**src/rtl/lsw_pkg.sv**
```systemverilog
package lsw_pkg;

   typedef enum logic [1:0] {
      ST_STOP  = 2'd0,
      ST_WARM  = 2'd1,
      ST_RCRUN = 2'd2,
      ST_FINAL = 2'd3
   } lsw_state_e;

   localparam logic [1:0] MODE_RC     = 2'b00;
   localparam logic [1:0] MODE_XT     = 2'b01;
   localparam logic [1:0] MODE_EXT    = 2'b10;
   localparam logic [1:0] MODE_RC_ALT = 2'b11;

   localparam logic [1:0] SRC_NONE = 2'b00;
   localparam logic [1:0] SRC_RC   = 2'b01;
   localparam logic [1:0] SRC_XT   = 2'b10;
   localparam logic [1:0] SRC_EXT  = 2'b11;

   function automatic logic mode_has_target(input logic [1:0] m);
      return (m == MODE_XT) || (m == MODE_EXT);
   endfunction

endpackage

```
**src/rtl/lsw_edge_counter.sv**
```systemverilog
module lsw_edge_counter #(
   parameter int unsigned WIDTH = 10
) (
   input  logic             clk,
   input  logic             rst_n,
   input  logic             clr,
   input  logic             en,
   input  logic             tick,
   input  logic [WIDTH-1:0] limit,
   output logic             done
);

   logic [WIDTH-1:0] cnt_q;

   // Saturates at the limit; done stays high until cleared.
   assign done = (cnt_q == limit);

   always_ff @(posedge clk or negedge rst_n) begin
      if (!rst_n) begin
         cnt_q <= '0;
      end else if (clr) begin
         cnt_q <= '0;
      end else if (en && tick && !done) begin
         cnt_q <= cnt_q + 1'b1;
      end
   end

endmodule

```
**src/rtl/lsw_fsm.sv**
```systemverilog
module lsw_fsm
   import lsw_pkg::*;
(
   input  logic       clk,
   input  logic       rst_n,
   input  logic       stop_req,
   input  logic       wake_req,
   input  logic [1:0] mode_in,
   input  logic       lsclk_is_sys,
   input  logic       rc_tick,
   input  logic       rc_done,
   input  logic       tgt_done,
   output lsw_state_e state_q,
   output logic [1:0] mode_q,
   output logic       resume_q,
   output logic       switch_q
);

   lsw_state_e state_d;
   logic [1:0] mode_d;
   logic       resume_d;
   logic       switch_d;

   always_comb begin
      state_d  = state_q;
      mode_d   = mode_q;
      resume_d = 1'b0;
      switch_d = 1'b0;
      if (stop_req) begin
         state_d = ST_STOP;
      end else begin
         unique case (state_q)
            ST_STOP: begin
               if (wake_req) begin
                  state_d = ST_WARM;
                  mode_d  = mode_in;
               end
            end
            ST_WARM: begin
               if (rc_done) begin
                  state_d  = ST_RCRUN;
                  resume_d = lsclk_is_sys;
               end
            end
            ST_RCRUN: begin
               // Switch only on an RC cycle boundary once the target count is met.
               if (mode_has_target(mode_q) && tgt_done && rc_tick) begin
                  state_d  = ST_FINAL;
                  switch_d = 1'b1;
               end
            end
            default: ;
         endcase
      end
   end

   always_ff @(posedge clk or negedge rst_n) begin
      if (!rst_n) begin
         state_q  <= ST_STOP;
         mode_q   <= MODE_RC;
         resume_q <= 1'b0;
         switch_q <= 1'b0;
      end else begin
         state_q  <= state_d;
         mode_q   <= mode_d;
         resume_q <= resume_d;
         switch_q <= switch_d;
      end
   end

endmodule

```
**src/rtl/lsw_switchover.sv**
```systemverilog
module lsw_switchover
   import lsw_pkg::*;
#(
   parameter int unsigned RC_COUNT       = 512,
   parameter int unsigned XT_COUNT       = 8192,
   parameter int unsigned EXT_COUNT      = 16,
   parameter bit          SHARED_TGT_CNT = 1'b1
) (
   input  logic       clk,
   input  logic       rst_n,
   input  logic       stop_req,
   input  logic       wake_req,
   input  logic [1:0] clk_mode,
   input  logic       lsclk_is_sys,
   input  logic       rc_tick,
   input  logic       xt_tick,
   input  logic       ext_tick,
   output logic [1:0] src_sel,
   output logic       clk_valid,
   output logic       resume_strobe,
   output logic       switch_strobe
);

   localparam int unsigned RC_W    = $clog2(RC_COUNT + 1);
   localparam int unsigned TGT_MAX = (XT_COUNT > EXT_COUNT) ? XT_COUNT : EXT_COUNT;
   localparam int unsigned TGT_W   = $clog2(TGT_MAX + 1);

   generate
      if (RC_COUNT < 1 || XT_COUNT < 1 || EXT_COUNT < 1) begin : g_bad_count
         $error("lsw_switchover: every edge count must be at least 1");
      end
   endgenerate

   lsw_state_e st;
   logic [1:0] mode_q;
   logic       cnt_clr;
   logic       rc_done;
   logic       tgt_done;
   logic       tgt_en;

   assign cnt_clr = stop_req || (st == ST_STOP);
   assign tgt_en  = (st != ST_STOP) && mode_has_target(mode_q);

   lsw_edge_counter #(.WIDTH(RC_W)) u_rc_cnt (
      .clk   (clk),
      .rst_n (rst_n),
      .clr   (cnt_clr),
      .en    (st == ST_WARM),
      .tick  (rc_tick),
      .limit (RC_W'(RC_COUNT)),
      .done  (rc_done)
   );

   generate
      if (SHARED_TGT_CNT) begin : g_shared
         logic             sel_tick;
         logic [TGT_W-1:0] sel_limit;
         assign sel_tick  = (mode_q == MODE_XT) ? xt_tick : ext_tick;
         assign sel_limit = (mode_q == MODE_XT) ? TGT_W'(XT_COUNT) : TGT_W'(EXT_COUNT);
         lsw_edge_counter #(.WIDTH(TGT_W)) u_tgt_cnt (
            .clk   (clk),
            .rst_n (rst_n),
            .clr   (cnt_clr),
            .en    (tgt_en),
            .tick  (sel_tick),
            .limit (sel_limit),
            .done  (tgt_done)
         );
      end else begin : g_split
         localparam int unsigned XT_W  = $clog2(XT_COUNT + 1);
         localparam int unsigned EXT_W = $clog2(EXT_COUNT + 1);
         logic xt_done;
         logic ext_done;
         lsw_edge_counter #(.WIDTH(XT_W)) u_xt_cnt (
            .clk   (clk),
            .rst_n (rst_n),
            .clr   (cnt_clr),
            .en    (tgt_en && (mode_q == MODE_XT)),
            .tick  (xt_tick),
            .limit (XT_W'(XT_COUNT)),
            .done  (xt_done)
         );
         lsw_edge_counter #(.WIDTH(EXT_W)) u_ext_cnt (
            .clk   (clk),
            .rst_n (rst_n),
            .clr   (cnt_clr),
            .en    (tgt_en && (mode_q == MODE_EXT)),
            .tick  (ext_tick),
            .limit (EXT_W'(EXT_COUNT)),
            .done  (ext_done)
         );
         assign tgt_done = (mode_q == MODE_XT) ? xt_done : ext_done;
      end
   endgenerate

   lsw_fsm u_fsm (
      .clk          (clk),
      .rst_n        (rst_n),
      .stop_req     (stop_req),
      .wake_req     (wake_req),
      .mode_in      (clk_mode),
      .lsclk_is_sys (lsclk_is_sys),
      .rc_tick      (rc_tick),
      .rc_done      (rc_done),
      .tgt_done     (tgt_done),
      .state_q      (st),
      .mode_q       (mode_q),
      .resume_q     (resume_strobe),
      .switch_q     (switch_strobe)
   );

   always_comb begin
      unique case (st)
         ST_RCRUN: src_sel = SRC_RC;
         ST_FINAL: src_sel = (mode_q == MODE_XT) ? SRC_XT : SRC_EXT;
         default:  src_sel = SRC_NONE;
      endcase
   end

   assign clk_valid = (st == ST_RCRUN) || (st == ST_FINAL);

endmodule

```
**config.mk**
```make
export PLATFORM = sky130hd
export DESIGN_NAME = lsw_switchover
export DESIGN_NICKNAME = d
export VERILOG_FILES = /design/src/rtl/lsw_pkg.sv /design/src/rtl/lsw_edge_counter.sv /design/src/rtl/lsw_fsm.sv /design/src/rtl/lsw_switchover.sv
export SDC_FILE = /design/constraint.sdc
export NUM_CORES = 1
export LEC_CHECK = 0
export ABC_AREA = 1
export BUFFER_PORTS_ARGS = -buffer_cell sky130_fd_sc_hd__buf_2
export CORE_AREA = 4 4 84 66
export DETAILED_ROUTE_END_ITERATION = 8
export DIE_AREA = 0 0 88 70
export PLACE_DENSITY = 0.66
export SLEW_MARGIN = 20
export SYNTH_ARGS = -nofsm -noshare
export SYNTH_HDL_FRONTEND = slang
export SYNTH_SLANG_ARGS = --single-unit
```
**constraint.sdc**
```tcl
create_clock -name clk -period 4.5 [get_ports clk]
set_input_delay 0.225 -clock clk [delete_from_list [all_inputs] [get_ports clk]]
set_output_delay 0.225 -clock clk [all_outputs]
set_load 0.03 [all_outputs]
```
==> results.json <==
{
  "outcome": "complete, but fails checks",
  "failed_checks": "negative hold slack",
  "grt_overflow": 0,
  "die_h_um": 70,
  "syn_avg_cell_area_um2": 7.15,
  "switching_share_pct": 38.3,
  "final.period_utilization_pct": 44.4,
  "grt_max_degree": 31,
  "setup_viol": 0,
  "mostFrequentLayoutCell": "nand2_1",
  "ys_types": 23,
  "synthesis.area_mm2": 0.00206,
  "rows": 22,
  "die_x_um": 88,
  "drtPass1Iterations": 5,
  "core_mm2": 0.00476,
  "p_sw_w": 0.000297,
  "grt_antenna_before_repair": 0,
  "pwr-share-comb_pct": 33.1,
  "hold_class": "primary input to async pin",
  "clock_latency_ns": 0.28,
  "port_buffers": 14,
  "yosysWarnings": 0,
  "power.share.clock_pct": 27.4,
  "tns_ns": 0,
  "cts_tree": "built",
  "cts_buffer_depth": 2,
  "initial_core_util_pct": 43.2,
  "drt_iter0_drc": 164,
  "crit_path_start_kind": "register",
  "ioPinCount": 15,
  "cp_max_fo": 21,
  "cts_made_buffers": 5,
  "pre_cts_ws_ns": 2.47,
  "finalNetCount": 323,
  "dp.cells": 356,
  "ir_drop_v": 0.000259,
  "grt_pass1_vias": 1628,
  "finalPower_w": 0.000775,
  "fin_crit_ns": 2.00,
  "cts_max_level": 2,
  "num_antenna_cells": 0,
  "vias": 1797,
  "relSlewSlack_pct": 54.6,
  "end_kind": "register",
  "dpl_cell_area_mm2": 0.00214,
  "power.density_mw_per_mm2": 348,
  "grt_pass1_wl_mm": 7.67,
  "holdWs_ns": -0.0200,
  "max_freq_mhz": 501,
  "via_per_inst": 4.96,
  "grtUsageTotal_pct": 15.9,
  "crit_chain": "inv_1, ha_1, or2_1, inv_6, nand2_1, inv_1, nand2_1, o21ai_0",
  "rsz0062_at_grt": "false",
  "worst_slack_ns": 2.50,
  "syn_to_final_growth_pct": 8.08,
  "crit_slowest_cell": "or2_1",
  "arrival_ns": 2.16,
  "yosysSeqAreaShare_pct": 36.5,
  "route.detailed.drc": 0,
  "cts_hold_buf": 0,
  "dieArea_mm2": 0.00616,
  "dp_hpwl_mm": 3.23,
  "hold_viol": 24,
  "intPower_w": 0.000478,
  "final_layout_size_suffix_gt1_share_pct": 11.9,
  "clk_pin_slew_worst_paths_ns": 0.06,
  "fin_cells": 362,
  "gp_congestion": 0.876,
  "skew_ns": 0.00805,
  "wire_per_inst_um": 11.8,
  "fin_area_mm2": 0.00222,
  "antenna_left": 0,
  "max_stage_delay_ns": 0.52,
  "cts-root-buf": "clkbuf_8",
  "syn-num-nets": 308,
  "cts_sinks": 30,
  "slew_violations": 0,
  "post_cts.repair.setup_buffers": 0,
  "ys_ff_latch": 30,
  "tightest_slew_ns": 0.681,
  "final_cell_mix": "77 x nand2_1, 43 x nor2_1, 34 x inv_1",
  "synthCells": 288,
  "max-cap-violations": 0,
  "cts_resized": 0,
  "final.fill_count": 508,
  "p_seq_share_pct": 39.5,
  "drt_wl_total_mm": 4.29,
  "leakagePower_nw": 1.06,
  "path_class": "register to register",
  "worstPathRequired_ns": 4.66
}
## power groups by stage
stage          sequential (W)  combinational, W  clock (W)
2_1_floorplan        0.000307          0.000232          0
3_3_place_gp         0.000311          0.000257          0
3_5_place_dp         0.000311          0.000257          0
4_1_cts              0.000306          0.000259   0.000219
5_1_grt              0.000309          0.000295   0.000234
6_report             0.000306          0.000257   0.000213
## routing by layer
metal	global-route usage (%)	wire length, um	part of all wire [%]	vias up
met5	0	0	0	-
met4	5.11	47	1.1	0
met3	3.89	209	4.9	5
met2	20.0	1700	40	36
met1	25.6	2330	54	809
li1	-	-	-	947
## cells in the mapped netlist
cell type / number / area [um2]
nand2_1: 77 / 289
nor2_1: 43 / 161
inv_1: 34 / 128
dfrtp_1: 30 / 751
nand3_1: 28 / 140
o21ai_0: 11 / 55.1
ha_1: 10 / 125
nand4_1: 10 / 62.6
xor2_1: 9 / 78.8
nor3_1: 7 / 35.0
o21ai_2: 6 / 52.6
buf_6: 5 / 56.3
a21oi_1: 4 / 20.0
nand2_2: 3 / 18.8
nor2_2: 3 / 18.8
buf_2: 1 / 5.00
inv_6: 1 / 8.76
mux2_2: 1 / 11.3
nand2_4: 1 / 11.3
nand3b_1: 1 / 7.51
nor3_2: 1 / 10.0
o22ai_1: 1 / 6.26
or2_1: 1 / 6.26
## path summary, 6_finish.rpt
check | start | endpoint | slack [ns] | cells past startpoint
worst max-delay path | u_fsm.state_q[1]$_DFFE_PN0P_ | u_rc_cnt.cnt_q[9]$_DFFE_PN0P_ | 2.50 | 8
worst min-delay path | rst_n | u_rc_cnt.cnt_q[5]$_DFFE_PN0P_ | -0.02 | 1
worst max register to register | u_fsm.state_q[1]$_DFFE_PN0P_ | u_rc_cnt.cnt_q[9]$_DFFE_PN0P_ | 2.50 | 8
worst min register to register | u_fsm.mode_q[0]$_DFFE_PN0P_ | u_fsm.mode_q[0]$_DFFE_PN0P_ | 0.51 | 1
max in group asynchronous | rst_n | u_fsm.state_q[0]$_DFFE_PN0P_ | 4.07 | 1
min in group clk | clk_mode[0] | u_fsm.mode_q[0]$_DFFE_PN0P_ | 0.18 | 2
## logic make-up after synthesis
logic type | after synthesis | share of synthesized area, %
buf+inv | 41 | 9.60
simple gates | 175 | 37.0
xor+xnor | 9 | 3.83
mux | 1 | 0.547
compound gates | 22 | 6.50
flops | 30 | 36.5
fa+ha+maj | 10 | 6.08
## registers in the layout, summed over array words and instances, names as in the netlist
name                      cells
u_fsm.switch_q                1
u_fsm.mode_q                  2
u_rc_cnt.cnt_q               10
u_fsm.resume_q                1
u_fsm.state_q                 2
g_shared.u_tgt_cnt.cnt_q     14
## critical path: cells and delay by family (launching register included)
family | cells | cell delay (ns)
and+or+nand+nor | 3 | 0.82
DFF | 1 | 0.41
buffers and inverters | 3 | 0.38
adders and majority gates | 1 | 0.20
AOI/OAI and AO/OA | 1 | 0.07
## metrics by stage
stage / hold slack, ns / utilization [%]
after global routing: 0.0441 / 46.7
after detailed placement: 0.315 / 45.0
after global placement: 0.314 / 45.0
after CTS: 0.0153 / 46.7
after floorplan: -0.0706 / -
final: -0.0200 / 46.7
## final cells by class
class | instances | area (um2) | share of cell area (%)
multi-input combinational | 217 | 1110 | 49.9
sequential | 30 | 751 | 33.7
inverter | 35 | 136 | 6.13
clock buffer | 6 | 82.6 | 3.71
tap | 60 | 75.1 | 3.37
timing repair buffer | 14 | 70.1 | 3.15
Note: power is estimated with default switching activity, not from simulation.
